==> src/rtl/wsg_pkg.sv <==
package wsg_pkg;

    localparam int POLL_POS = 7;
    localparam int TGL_POS  = 6;
    localparam int SECT_POS = 2;
    localparam int NUM_TGL  = 2;
    localparam int TGL_ALL  = 0;
    localparam int TGL_SECT = 1;

    typedef enum logic [1:0] {
        MODE_PASS  = 2'd0,
        MODE_PROG  = 2'd1,
        MODE_ERASE = 2'd2,
        MODE_HOLD  = 2'd3
    } wsg_mode_e;

    typedef struct packed {
        logic sect;
        logic all;
    } wsg_tgl_s;

    typedef struct packed {
        wsg_mode_e mode;
        logic      hit;
        logic      held;
    } wsg_ctx_s;

    function automatic wsg_mode_e pick_mode(input logic busy,
                                            input logic is_erase,
                                            input logic held);
        if (busy)
            return is_erase ? MODE_ERASE : MODE_PROG;
        else if (held)
            return MODE_HOLD;
        else
            return MODE_PASS;
    endfunction

endpackage

==> src/rtl/wsg_sect_match.sv <==
module wsg_sect_match #(
    parameter int ADDR_W = 21
) (
    input  logic [ADDR_W-1:0] addr,
    input  logic [ADDR_W-1:0] lo,
    input  logic [ADDR_W-1:0] hi,
    output logic              hit
);
    logic above_lo;
    logic below_hi;

    always_comb begin
        above_lo = (addr >= lo);
        below_hi = (addr <= hi);
        hit      = above_lo && below_hi;
    end
endmodule

==> src/rtl/wsg_toggle_unit.sv <==
module wsg_toggle_unit (
    input  logic clk,
    input  logic rst,
    input  logic clr,
    input  logic adv,
    output logic q
);
    always_ff @(posedge clk) begin
        if (rst || clr)
            q <= 1'b0;
        else if (adv)
            q <= ~q;
    end
endmodule

==> src/rtl/wsg_status_mux.sv <==
module wsg_status_mux
    import wsg_pkg::*;
#(
    parameter int DATA_W = 8
) (
    input  wsg_ctx_s          ctx,
    input  wsg_tgl_s          tgl,
    input  logic              prog_msb,
    input  logic [DATA_W-1:0] arr_data,
    output logic [DATA_W-1:0] dout
);
    always_comb begin
        dout = arr_data;
        unique case (ctx.mode)
            MODE_PROG: begin
                dout[POLL_POS] = ~prog_msb;
                dout[TGL_POS]  = tgl.all;
                dout[SECT_POS] = (ctx.held && ctx.hit) ? tgl.sect : 1'b1;
            end
            MODE_ERASE: begin
                dout[POLL_POS] = 1'b0;
                dout[TGL_POS]  = tgl.all;
                dout[SECT_POS] = ctx.hit ? tgl.sect : 1'b1;
            end
            MODE_HOLD: begin
                if (ctx.hit) begin
                    dout[POLL_POS] = 1'b1;
                    dout[TGL_POS]  = 1'b1;
                    dout[SECT_POS] = tgl.sect;
                end
            end
            default: dout = arr_data;
        endcase
    end
endmodule

==> src/rtl/flash_wstat_gen.sv <==
module flash_wstat_gen
    import wsg_pkg::*;
#(
    parameter int ADDR_W = 21,
    parameter int DATA_W = 8
) (
    input  logic              clk,
    input  logic              rst,
    input  logic              op_start,
    input  logic              busy,
    input  logic              op_erase,
    input  logic              susp,
    input  logic              prog_msb,
    input  logic [ADDR_W-1:0] sect_lo,
    input  logic [ADDR_W-1:0] sect_hi,
    input  logic              rd_stb,
    input  logic [ADDR_W-1:0] rd_addr,
    input  logic [DATA_W-1:0] arr_data,
    output logic [DATA_W-1:0] rd_data
);
    localparam int MIN_DATA_W = POLL_POS + 1;

    logic               hit;
    logic [NUM_TGL-1:0] tgl_adv;
    logic [NUM_TGL-1:0] tgl_q;
    wsg_ctx_s           ctx;
    wsg_tgl_s           tgl;

    initial begin
        if (DATA_W < MIN_DATA_W)
            $error("DATA_W too narrow for status bit positions");
    end

    wsg_sect_match #(.ADDR_W(ADDR_W)) u_match (
        .addr (rd_addr),
        .lo   (sect_lo),
        .hi   (sect_hi),
        .hit  (hit)
    );

    always_comb begin
        ctx.mode = pick_mode(busy, op_erase, susp);
        ctx.hit  = hit;
        ctx.held = susp;
        tgl_adv[TGL_ALL]  = rd_stb && busy;
        tgl_adv[TGL_SECT] = rd_stb && hit && (susp || (busy && op_erase));
    end

    for (genvar gi = 0; gi < NUM_TGL; gi++) begin : g_tgl
        wsg_toggle_unit u_tgl (
            .clk (clk),
            .rst (rst),
            .clr (op_start),
            .adv (tgl_adv[gi]),
            .q   (tgl_q[gi])
        );
    end

    always_comb begin
        tgl.all  = tgl_q[TGL_ALL];
        tgl.sect = tgl_q[TGL_SECT];
    end

    wsg_status_mux #(.DATA_W(DATA_W)) u_mux (
        .ctx      (ctx),
        .tgl      (tgl),
        .prog_msb (prog_msb),
        .arr_data (arr_data),
        .dout     (rd_data)
    );
endmodule

==> config.mk <==
export PLATFORM = sky130hd
export DESIGN_NAME = flash_wstat_gen
export DESIGN_NICKNAME = d
export VERILOG_FILES = /design/src/rtl/wsg_pkg.sv /design/src/rtl/wsg_sect_match.sv /design/src/rtl/wsg_toggle_unit.sv /design/src/rtl/wsg_status_mux.sv /design/src/rtl/flash_wstat_gen.sv
export SDC_FILE = /design/constraint.sdc
export NUM_CORES = 1
export LEC_CHECK = 0
export ABC_AREA = 1
export BUFFER_PORTS_ARGS = -buffer_cell sky130_fd_sc_hd__buf_2
export CAP_MARGIN = 5
export CORE_ASPECT_RATIO = 2
export CORE_MARGIN = 5
export CORE_UTILIZATION = 44
export DETAILED_ROUTE_END_ITERATION = 6
export PLACE_DENSITY = 0.78
export SLEW_MARGIN = 25
export SYNTH_ARGS = -nofsm -noshare
export SYNTH_HDL_FRONTEND = slang
export SYNTH_SLANG_ARGS = --single-unit
export TNS_END_PERCENT = 20
==> constraint.sdc <==
create_clock -name clk -period 2.5 [get_ports clk]
set_clock_uncertainty 0.15 [all_clocks]
set_input_delay 0.5 -clock clk [delete_from_list [all_inputs] [get_ports clk]]
set_output_delay 0.5 -clock clk [all_outputs]
set_load 0.005 [all_outputs]
==> results of run 1 <==
[layer usage]
layer	global-route usage [%]	wire length (um)
met5	0	0
met4	4.904	187
met3	2.149	229
met2	40.02	2974
met1	16.83	1438
[path summary, 6_finish.rpt]
kind,start,to,slack (ns),cells past startpoint
setup / recovery,rd_addr[6],rd_data[2],-0.08,13
hold / removal,g_tgl[0].u_tgl.q,g_tgl[0].u_tgl.q,0.31,2
setup reg to reg,g_tgl[1].u_tgl.q,g_tgl[1].u_tgl.q,1.65,3
hold reg to reg,g_tgl[0].u_tgl.q,g_tgl[0].u_tgl.q,0.31,2
[final cells by class]
cell class / count / area share [%]
tap: 31 / 1.528
timing repair buffer: 81 / 21.54
multi-input combinational: 167 / 63.68
clock buffer: 3 / 1.626
inverter: 68 / 10.05
sequential: 2 / 1.577
[cells in the mapped netlist, drive strengths merged (2+ instances only)]
library cell | number | share of area (%)
nand2 | 71 | 20
inv | 68 | 18
ha | 42 | 37
nor2 | 19 | 6.0
a21oi | 14 | 4.9
buf | 5 | 2.6
nand3 | 4 | 1.4
o21ai | 4 | 1.7
a21o | 3 | 1.6
nand4 | 3 | 1.3
nor3 | 3 | 1.4
dfxtp | 2 | 2.8
[timing repair]
| item | 4_1_cts | 5_1_grt |
|---|---|---|
| pin swaps | 29 | 47 |
| setup buffers | 1 | 2 |
| resized for setup | 67 | 60 |
| setup endpoints to repair | 3 | 3 |
[worst register-to-register path, delay by kind of cell (launching register included)]
kind | cells | cell delay [ns]
flops | 1 | 0.39
simple gates | 3 | 0.20
[per-stage QoR]
step                cells  utilization (%)  hold slack [ns]  setup TNS [ns]  total power (uW)
floorplan             242                -           0.2886               0             197.3
global placement      346            57.83           0.2976         -0.1987             291.7
detailed placement    346            57.83           0.3024         -0.3109             299.2
CTS                   350            71.82           0.3070         -0.1075             505.2
global route          352            80.42           0.3447         -0.4546             652.1
finish                352            80.42           0.3071         -0.1002             592.3
[where the power goes]
part	internal (uW)	switching, uW
Combinational	220	211
Sequential	33.2	0.799
Clock	102	25.7
[cell families (layout without fill, tap and decap cells)]
logic type	after synthesis	count (layout)
simple gates	103	103
buf+inv	73	152
fa+ha+maj	42	42
compound gates	22	22
flops	2	2
==> impl_metrics.csv, run 1 <==
group,metric,value,unit
yosys,async_reset_ff_share,0,%
drt,via_per_inst,5.006,
clocking,clk_latency,0.21,ns
drt,dr_total_vias,1762,
global_routing,antenna_found_initial,0,
pwr,power.density,233.3,mW/mm^2
global_routing,grt_max_degree,8,
timing,rsz0062_at_grt,"true",
cells_and_area,diodes,0,
die,die_h,90.59,um
die,core,0.003157,sq mm
cells_and_area,area_growth,77.67,%
pwr,leakage,0.001356,uW
timing,hold_viol,0,
drt,routedWlPerCell,13.72,um
die,row_count,29,
run,maxCapViolations,0,
timing,setup_viol,3,
setup_path,required,1.85,ns
yosys,synthMuxAreaShare,0,%
setup_path,crit_path_start_kind,"input pin",
cells_and_area,seqCellArea,40.04,sq um
drt,drc,0,
worst_hold_path,hold_class,"flip-flop to flip-flop",
placement,dp_hpwl,3240,um
setup_path,critPathKind,"input pin to output pin",
yosys,syn-mean-instance-area,5.904,sq um
cells_and_area,fin_area,0.002539,sq mm
yosys,ys_ff_latch,2,
die,ios,87,
placement,portBuffers,76,
timing,fin_ws,-0.07674,ns
timing,maxSlewViolCount,0,
timing,tightest_slew,0.3339,ns
clocking,htreeDepth,1,
cells_and_area,final_cell_mix,"buf_2, nand2_1, inv_1, ha_4, inv_2",
yosys,synth_top_family_by_area,"adder cells",
yosys,ys_seq_area_share,2.802,%
drt,drt_wl_total,4829,um
setup_path,cpMaxStageDelayCell,"ha_4",
global_routing,grt.overflow.total,0,
cells_and_area,layout_commonest_cell,"buf_2",
die,start_util,45.26,%
clocking,cts.clk_slew.worst_paths,0.03,ns
yosys,syn_area,0.001429,sq mm
outcome,violations,"negative setup slack",
cells_and_area,n_fill_cell,207,
setup_path,crit_family,"simple AND/OR/NAND/NOR gates",
placement,gp_congestion,0.8568,
setup_path,slowest_delay,0.28,ns
cells_and_area,regMostFlops,"g_tgl.u_tgl.q",
setup_path,path_cells,"buf_2 -> ha_4 -> nand2_1 -> nor2_4 -> nand2_2 -> nor2_4 -> nand4_1 -> nand2_2 -> nand2_4 -> nand2_2 -> o21ai_2 -> nor2_2 -> buf_2",
drt,drtIter0Drc,24,
timing,fin_crit,2.577,ns
clocking,root_buffer,"clkbuf_8",
clocking,cts_buffers,3,
clocking,cts_tree,"built",
cells_and_area,fin_nets,444,
setup_path,worst-path-buf-inv,2,
drt,dr.pass1.iters,4,
drt,ant_nets,0,
yosys,synth-adder-area-share,36.78,%
clocking,cts.sinks,2,
placement,place_area,0.001826,sq mm
placement,dp_slack,-0.1090,ns
setup_path,arrival,1.93,ns
global_routing,grt_pass1_vias,1867,
cells_and_area,multi_input_area,0.001617,sq mm
cells_and_area,largest_reg_flops,2,
yosys,synth_ff_type,"dfxtp_1",
setup_path,cp-end-kind,"output pin",
global_routing,grt_pass1_wl,7224,um
yosys,yosys_warnings,0,
yosys,synthSimpleGateAreaFrac,31.35,%
yosys,postSynthCellCount,242,
clocking,cts_buffer_depth,2,
setup_path,path_max_fanout,4,
yosys,synth_edf_count,0,
yosys,synth_nets,363,
global_routing,track_usage,18.85,%
yosys,synth_compound_area_share,8.581,%
yosys,synth_xor_area_share,0,%
setup_path,path_common_cell,"nand2_2",
die,die_w,50.30,um
clocking,cts_hold_buffers,0,
yosys,synth_cell_types,22,
die,die_area,0.004556,sq mm
timing,fmax,388.1,MHz
outcome,status,"complete, but fails checks",
cells_and_area,largestRegisters,"g_tgl.u_tgl.q (2)",
timing,period_share,103.1,%
cells_and_area,layout-drive-gt1-share,56.70,%
timing,max_slew_margin,77.74,%
pwr,vdd_drop_max,351.4,uV
Power figures use the tool's default switching activity.
==> inputs of run 2 (changes only) <==
--- a/config.mk
+++ b/config.mk
@@ -10,11 +10,12 @@
 export CAP_MARGIN = 5
 export CORE_ASPECT_RATIO = 2
 export CORE_MARGIN = 5
-export CORE_UTILIZATION = 44
+export CORE_UTILIZATION = 46
 export DETAILED_ROUTE_END_ITERATION = 6
-export PLACE_DENSITY = 0.78
+export PLACE_DENSITY = 0.79
 export SLEW_MARGIN = 25
 export SYNTH_ARGS = -nofsm -noshare
 export SYNTH_HDL_FRONTEND = slang
+export SYNTH_HIERARCHICAL = 1
 export SYNTH_SLANG_ARGS = --single-unit
 export TNS_END_PERCENT = 20
==> run 2 against run 1 <==
Net effect: the run still ends with negative setup slack left; combinational power increased by 40%; flip-flop and latch count unchanged; worst setup slack got worse by 0.30 ns; critical path type unchanged; largest cell class unchanged; largest power group unchanged; highest routed layer unchanged.
==> impl_metrics.csv, run 2 <==
group,metric,value,unit
drt,routedWlPerCell,20.92,um
outcome,status,"complete, but fails checks",
worst_hold_path,hold_class,"flip-flop to flip-flop",
placement,place_area,0.001954,sq mm
setup_path,cpMaxStageDelayCell,"ha_4",
timing,fmax,347.8,MHz
setup_path,cp-end-kind,"output pin",
run,maxCapViolations,0,
setup_path,slowest_delay,0.28,ns
timing,maxSlewViolCount,0,
yosys,yosysMostFrequentCell,"nand2_1",
timing,rsz0062_at_grt,"true",
yosys,syn_area,0.001543,sq mm
cells_and_area,final_util,92.87,%
pwr,leakage,0.001487,uW
pwr,vdd_drop_max,285.3,uV
yosys,async_reset_ff_share,0,%
pwr,finalPower,773.8,uW
yosys,ys_top_cells_by_count,"nand2_1, inv_1, ha_1",
yosys,yosys_warnings,6,
clocking,cts.clk_slew.worst_paths,0.03,ns
timing,hold_viol,0,
cells_and_area,largest_reg_flops,2,
drt,drtIter0Drc,170,
global_routing,grt.overflow.total,0,
yosys,postSynthCellCount,273,
timing,period_share,115.0,%
yosys,synth_ff_type,"dfxtp_1",
placement,dp_hpwl,3626,um
die,core,0.003193,sq mm
setup_path,worst-path-buf-inv,5,
drt,via_per_inst,6.099,
placement,portBuffers,76,
timing,fin_ws,-0.3752,ns
clocking,root_buffer,"clkbuf_8",
cells_and_area,fin_nets,477,
clocking,clk_latency,0.22,ns
cells_and_area,n_fill_cell,103,
yosys,synthTopCellsByArea,"ha_1, nand2_1, inv_1",
yosys,ys_ff_latch,2,
timing,tightest_slew,0.4887,ns
drt,dr_total_vias,2348,
cells_and_area,area_growth,92.21,%
cells_and_area,regMostFlops,"g_tgl.u_tgl/q",
pwr,clock_power_share,17.8,%
global_routing,grt_pass1_wl,10870,um
global_routing,grt_pass1_vias,2418,
global_routing,track_usage,29.72,%
clocking,cts.sinks,2,
clocking,cts_buffers,3,
cells_and_area,layout-drive-gt1-share,63.28,%
pwr,p_comb_share,77.8,%
pwr,switchingPower,346.9,uW
die,start_util,48.32,%
setup_path,required,1.85,ns
timing,fin_crit,2.875,ns
drt,drt_wl_total,8053,um
die,die_h,91.90,um
clocking,cts_tree,"built",
setup_path,crit_family,"simple AND/OR/NAND/NOR gates",
pwr,seqPwrFrac,4.4,%
cells_and_area,final_cell_mix,"nand2_1, buf_2, ha_4, buf_6",
cells_and_area,largestRegisters,"g_tgl.u_tgl/q (2)",
drt,ant_nets,0,
drt,drc,0,
setup_path,crit_path_start_kind,"input pin",
global_routing,antenna_found_initial,0,
setup_path,path_common_cell,"nand2_2",
clocking,htreeDepth,1,
yosys,syn-mean-instance-area,5.651,sq um
global_routing,grt_max_degree,8,
clocking,cts_buffer_depth,2,
setup_path,arrival,2.23,ns
yosys,synth_top_area_share,34.06,%
pwr,p_int,426.9,uW
yosys,synth_cell_types,22,
timing,setup_viol,3,
setup_path,path_cells,"buf_2 -> inv_1 -> ha_4 -> nand2_4 -> nor2_4 -> nand2_2 -> nor2_2 -> o21ai_2 -> nand3_2 -> nand2_2 -> nand2_2 -> inv_4 -> buf_6 -> a21oi_4 -> o21ai_2 -> buf_2",
setup_path,ff2ff_setup_slack,1.65,ns
pwr,power.density,261.0,mW/mm^2
yosys,yosysTopAreaCell,"ha_1",
die,die_area,0.004682,sq mm
die,die_w,50.95,um
placement,gp_congestion,0.8244,
outcome,violations,"negative setup slack",
die,row_count,29,
cells_and_area,diodes,0,
setup_path,path_max_fanout,5,
pwr,swShare,44.83,%
yosys,ys_seq_area_share,2.595,%
timing,fin_tns_setup,-1.049,ns
cells_and_area,fin_area,0.002965,sq mm
yosys,synth_nets,394,
yosys,synth_edf_count,0,
timing,max_slew_margin,67.07,%
cells_and_area,layout_commonest_cell,"nand2_1",
die,ios,87,
setup_path,critPathKind,"input pin to output pin",
drt,dr.pass1.iters,5,
-- run 2: area by class of cell --
type | count | area [sq um] | share of cell area (%)
clock buffers | 3 | 41.29 | 1.392
inverters | 72 | 287.8 | 9.705
multi-input cells | 194 | 1911 | 64.43
flip-flops and latches | 2 | 40.04 | 1.350
well taps | 31 | 38.79 | 1.308
repair buffers | 83 | 646.9 | 21.81
-- run 2: tightest hold or removal path: stages (launching register included) --
cell and delay [ns]:
dfxtp_1 0.34, nor2_1 0.08, nor2_2 0.10
-- run 2: stage by stage --
| step | setup slack, ns | hold slack (ns) | cells |
|---|---|---|---|
| finish | -0.3752 | 0.4024 | 385 |
| global placement | -0.1736 | 0.3556 | 379 |
| detailed placement | -0.2111 | 0.3541 | 379 |
| floorplan | 0.1522 | 0.3340 | 273 |
| CTS | -0.08221 | 0.3707 | 383 |
| global route | -0.4001 | 0.4380 | 385 |
-- run 2: kinds of logic (layout without fill, tap and decap cells) --
kind of cell               after synthesis  after routing  synth area share [%]
adders and majority gates               42             42                 34.06
AOI/OAI and AO/OA                       23             23                 8.677
DFF                                      2              2                 2.595
and+or+nand+nor                        129            129                 34.71
buffers and inverters                   77            158                 19.95
-- run 2: timing repair --
| action | CTS | global route |
|---|---|---|
| setup buffers | 1 | 2 |
| endpoints found under the setup margin | 3 | 3 |
| hold buffers | 0 | 0 |
| pin swaps | 85 | 25 |
| gates resized for setup | 171 | 30 |
| hold endpoints to repair | 0 | 0 |
-- run 2: final timing paths --
path,from,endpoint,cells after the start
hold reg to reg,g_tgl[0].u_tgl/q,g_tgl[0].u_tgl/q,2
hold / removal,g_tgl[0].u_tgl/q,g_tgl[0].u_tgl/q,2
setup / recovery,sect_hi[19],rd_data[6],16
setup reg to reg,g_tgl[1].u_tgl/q,g_tgl[1].u_tgl/q,3
-- run 2: metal layers --
metal  global-route usage, %  vias up  wire [um]
li1                        -      986          -
met1                   25.90     1051       2274
met2                   56.95      222       4319
met3                   5.195       89        737
met4                   19.62        0        721
met5                       0        -          0
-- run 2: power by group through the flow --
stage          clock (uW)  sequential [uW]  combinational [uW]
3_3_place_gp            0             34.3                 296
5_1_grt               138             34.2                 637
3_5_place_dp            0             34.2                 305
6_report              137             34.0                 602
4_1_cts               130             33.9                 489
2_1_floorplan           0             34.1                 193
==> inputs of run 3 (changes only) <==
--- a/config.mk
+++ b/config.mk
@@ -13,6 +13,7 @@
 export CORE_UTILIZATION = 46
 export DETAILED_ROUTE_END_ITERATION = 6
 export PLACE_DENSITY = 0.79
+export SKIP_CTS_REPAIR_TIMING = 1
 export SLEW_MARGIN = 25
 export SYNTH_ARGS = -nofsm -noshare
 export SYNTH_HDL_FRONTEND = slang
==> run 3 against run 2 <==
Net effect: the flow still finishes with violations (negative setup slack); critical endpoint is now rd_data[2]; die area is the same; routed wire length shrank 25%; cell count shrank 0.26%; critical path type unchanged; register-to-register slack gained 0.03 ns; combinational power shrank 17%; count of clock-buffer cells in the layout is the same; clock power shrank 7%; worst hold slack lost 0.021 ns; non-clock buffer count shrank 1; maximum frequency grew 2.3%.
==> impl_metrics.csv, run 3 (synthesized netlist as in run 2, its figures left out) <==
group,metric,value,unit
drt,drc,0,
placement,dp_slack,-0.2111,ns
timing,fmax,355.8,MHz
die,die_w,50.95,um
pwr,p_comb_share,75.5,%
die,ios,87,
placement,dp_cells,379,
outcome,violations,"negative setup slack",
timing,rsz0062_at_grt,"true",
setup_path,required,1.85,ns
timing,whs,0.3815,ns
timing,hold_viol,0,
die,die_h,91.90,um
timing,fin_crit,2.810,ns
placement,gp_congestion,0.8244,
drt,dr_wl_met3,285,um
cells_and_area,instances_no_fill,384,
timing,maxSlewViolCount,0,
run,maxCapViolations,0,
cells_and_area,regMostFlops,"g_tgl.u_tgl/q",
global_routing,grt_pass1_wl,6561,um
clocking,cts_buffer_depth,2,
clocking,htreeDepth,1,
global_routing,grt_pass1_vias,1806,
pwr,seqPwrFrac,5.2,%
cells_and_area,largest_reg_flops,2,
timing,tightest_slew,0.2929,ns
pwr,leakage,0.001433,uW
cells_and_area,multi_input_area,0.001749,sq mm
timing,fin_ws,-0.3104,ns
clocking,cts.clk_slew.worst_paths,0.03,ns
pwr,switchingPower,277.2,uW
placement,place_area,0.001954,sq mm
cells_and_area,diodes,0,
setup_path,arrival,2.16,ns
pwr,clock_power_share,19.3,%
cells_and_area,area_growth,75.91,%
cells_and_area,final_cell_mix,"nand2_1, buf_2, inv_1, ha_4, inv_2",
drt,ant_nets,0,
drt,dr_total_vias,2051,
drt,via_per_inst,5.341,
drt,wl_met1,1767,um
worst_hold_path,hold_class,"flip-flop to flip-flop",
setup_path,cp-end-kind,"output pin",
cells_and_area,fin_area,0.002714,sq mm
die,start_util,48.32,%
timing,max_slew_margin,80.26,%
global_routing,track_usage,17.04,%
die,row_count,29,
global_routing,antenna_found_initial,0,
drt,dr_wl_met2,3703,um
cells_and_area,largestRegisters,"g_tgl.u_tgl/q (2)",
pwr,vdd_drop_max,251.0,uV
setup_path,crit_path_start_kind,"input pin",
timing,period_share,112.4,%
timing,setup_viol,3,
drt,routed.top_layer,"met4",
drt,routedWlPerCell,15.69,um
timing,fin_tns_setup,-0.8403,ns
pwr,swShare,42.02,%
placement,dp_hpwl,3626,um
setup_path,critPathKind,"input pin to output pin",
cells_and_area,layout_commonest_cell,"nand2_1",
cells_and_area,n_fill_cell,169,
drt,drt_wl_total,6024,um
die,die_area,0.004682,sq mm
clocking,root_buffer,"clkbuf_8",
clocking,cts_buffers,3,
pwr,p_int,382.5,uW
pwr,power.density,243.1,mW/mm^2
cells_and_area,seqCellArea,40.04,sq um
die,core,0.003193,sq mm
setup_path,path_max_fanout,5,
clocking,cts.sinks,2,
clocking,clk_latency,0.21,ns
clocking,cts_tree,"built",
global_routing,grt_max_degree,8,
placement,portBuffers,76,
cells_and_area,fin_nets,476,
drt,dr.pass1.iters,4,
global_routing,grt.overflow.total,0,
outcome,status,"complete, but fails checks",
cells_and_area,layout-drive-gt1-share,54.67,%
drt,drtIter0Drc,89,
## run 3: cell types whose count changed in the layout (fill, tap and decap cells not counted), sizes merged
cell / before / now
buf: 83 / 82
## run 3: final timing paths
check                                      start               end  slack [ns]  cells after the start
worst min-delay path            g_tgl[0].u_tgl/q  g_tgl[0].u_tgl/q        0.38                      3
worst max-delay path                 sect_lo[20]        rd_data[2]       -0.31                     16
worst min register to register  g_tgl[0].u_tgl/q  g_tgl[0].u_tgl/q        0.38                      3
worst max register to register  g_tgl[1].u_tgl/q  g_tgl[1].u_tgl/q        1.68                      3
## run 3: cell type report
class,instances,share of cell area [%]
clock buffer,3,1.521
inverter,72,10.24
multi-input combinational,194,64.45
sequential,2,1.475
timing repair buffer,82,20.89
tap,31,1.429
## run 3: critical path, stage by stage
cell,delay (ns)
buf_2,0.10
inv_1,0.09
ha_4,0.23
nand2_4,0.09
inv_1,0.07
nand2_1,0.08
nand2_1,0.06
a21oi_1,0.19
nand4_1,0.15
nand2_1,0.10
inv_2,0.06
a21oi_1,0.14
nand2_1,0.07
nand2_1,0.08
inv_1,0.05
buf_2,0.12
## run 3: power groups by stage
stage          sequential [uW]  combinational, uW  clock (uW)
2_1_floorplan             34.1                193           0
3_3_place_gp              34.3                296           0
3_5_place_dp              34.2                305           0
4_1_cts                   33.9                308         130
5_1_grt                   34.1                542         134
6_report                  34.1                498         127
## run 3: stage by stage
step / power, uW / util, %
global route: 710.2 / 84.99
finish: 659.7 / 84.99
CTS: 472.2 / 62.50
global placement: 330.6 / 61.21
floorplan: 227.5 / -
detailed placement: 339.5 / 61.21
## run 3: metal layers
layer	track usage, %	vias to the layer above
met5	0	-
met1	14.36	926
li1	-	987
met4	6.823	0
met2	35.89	110
met3	2.110	28
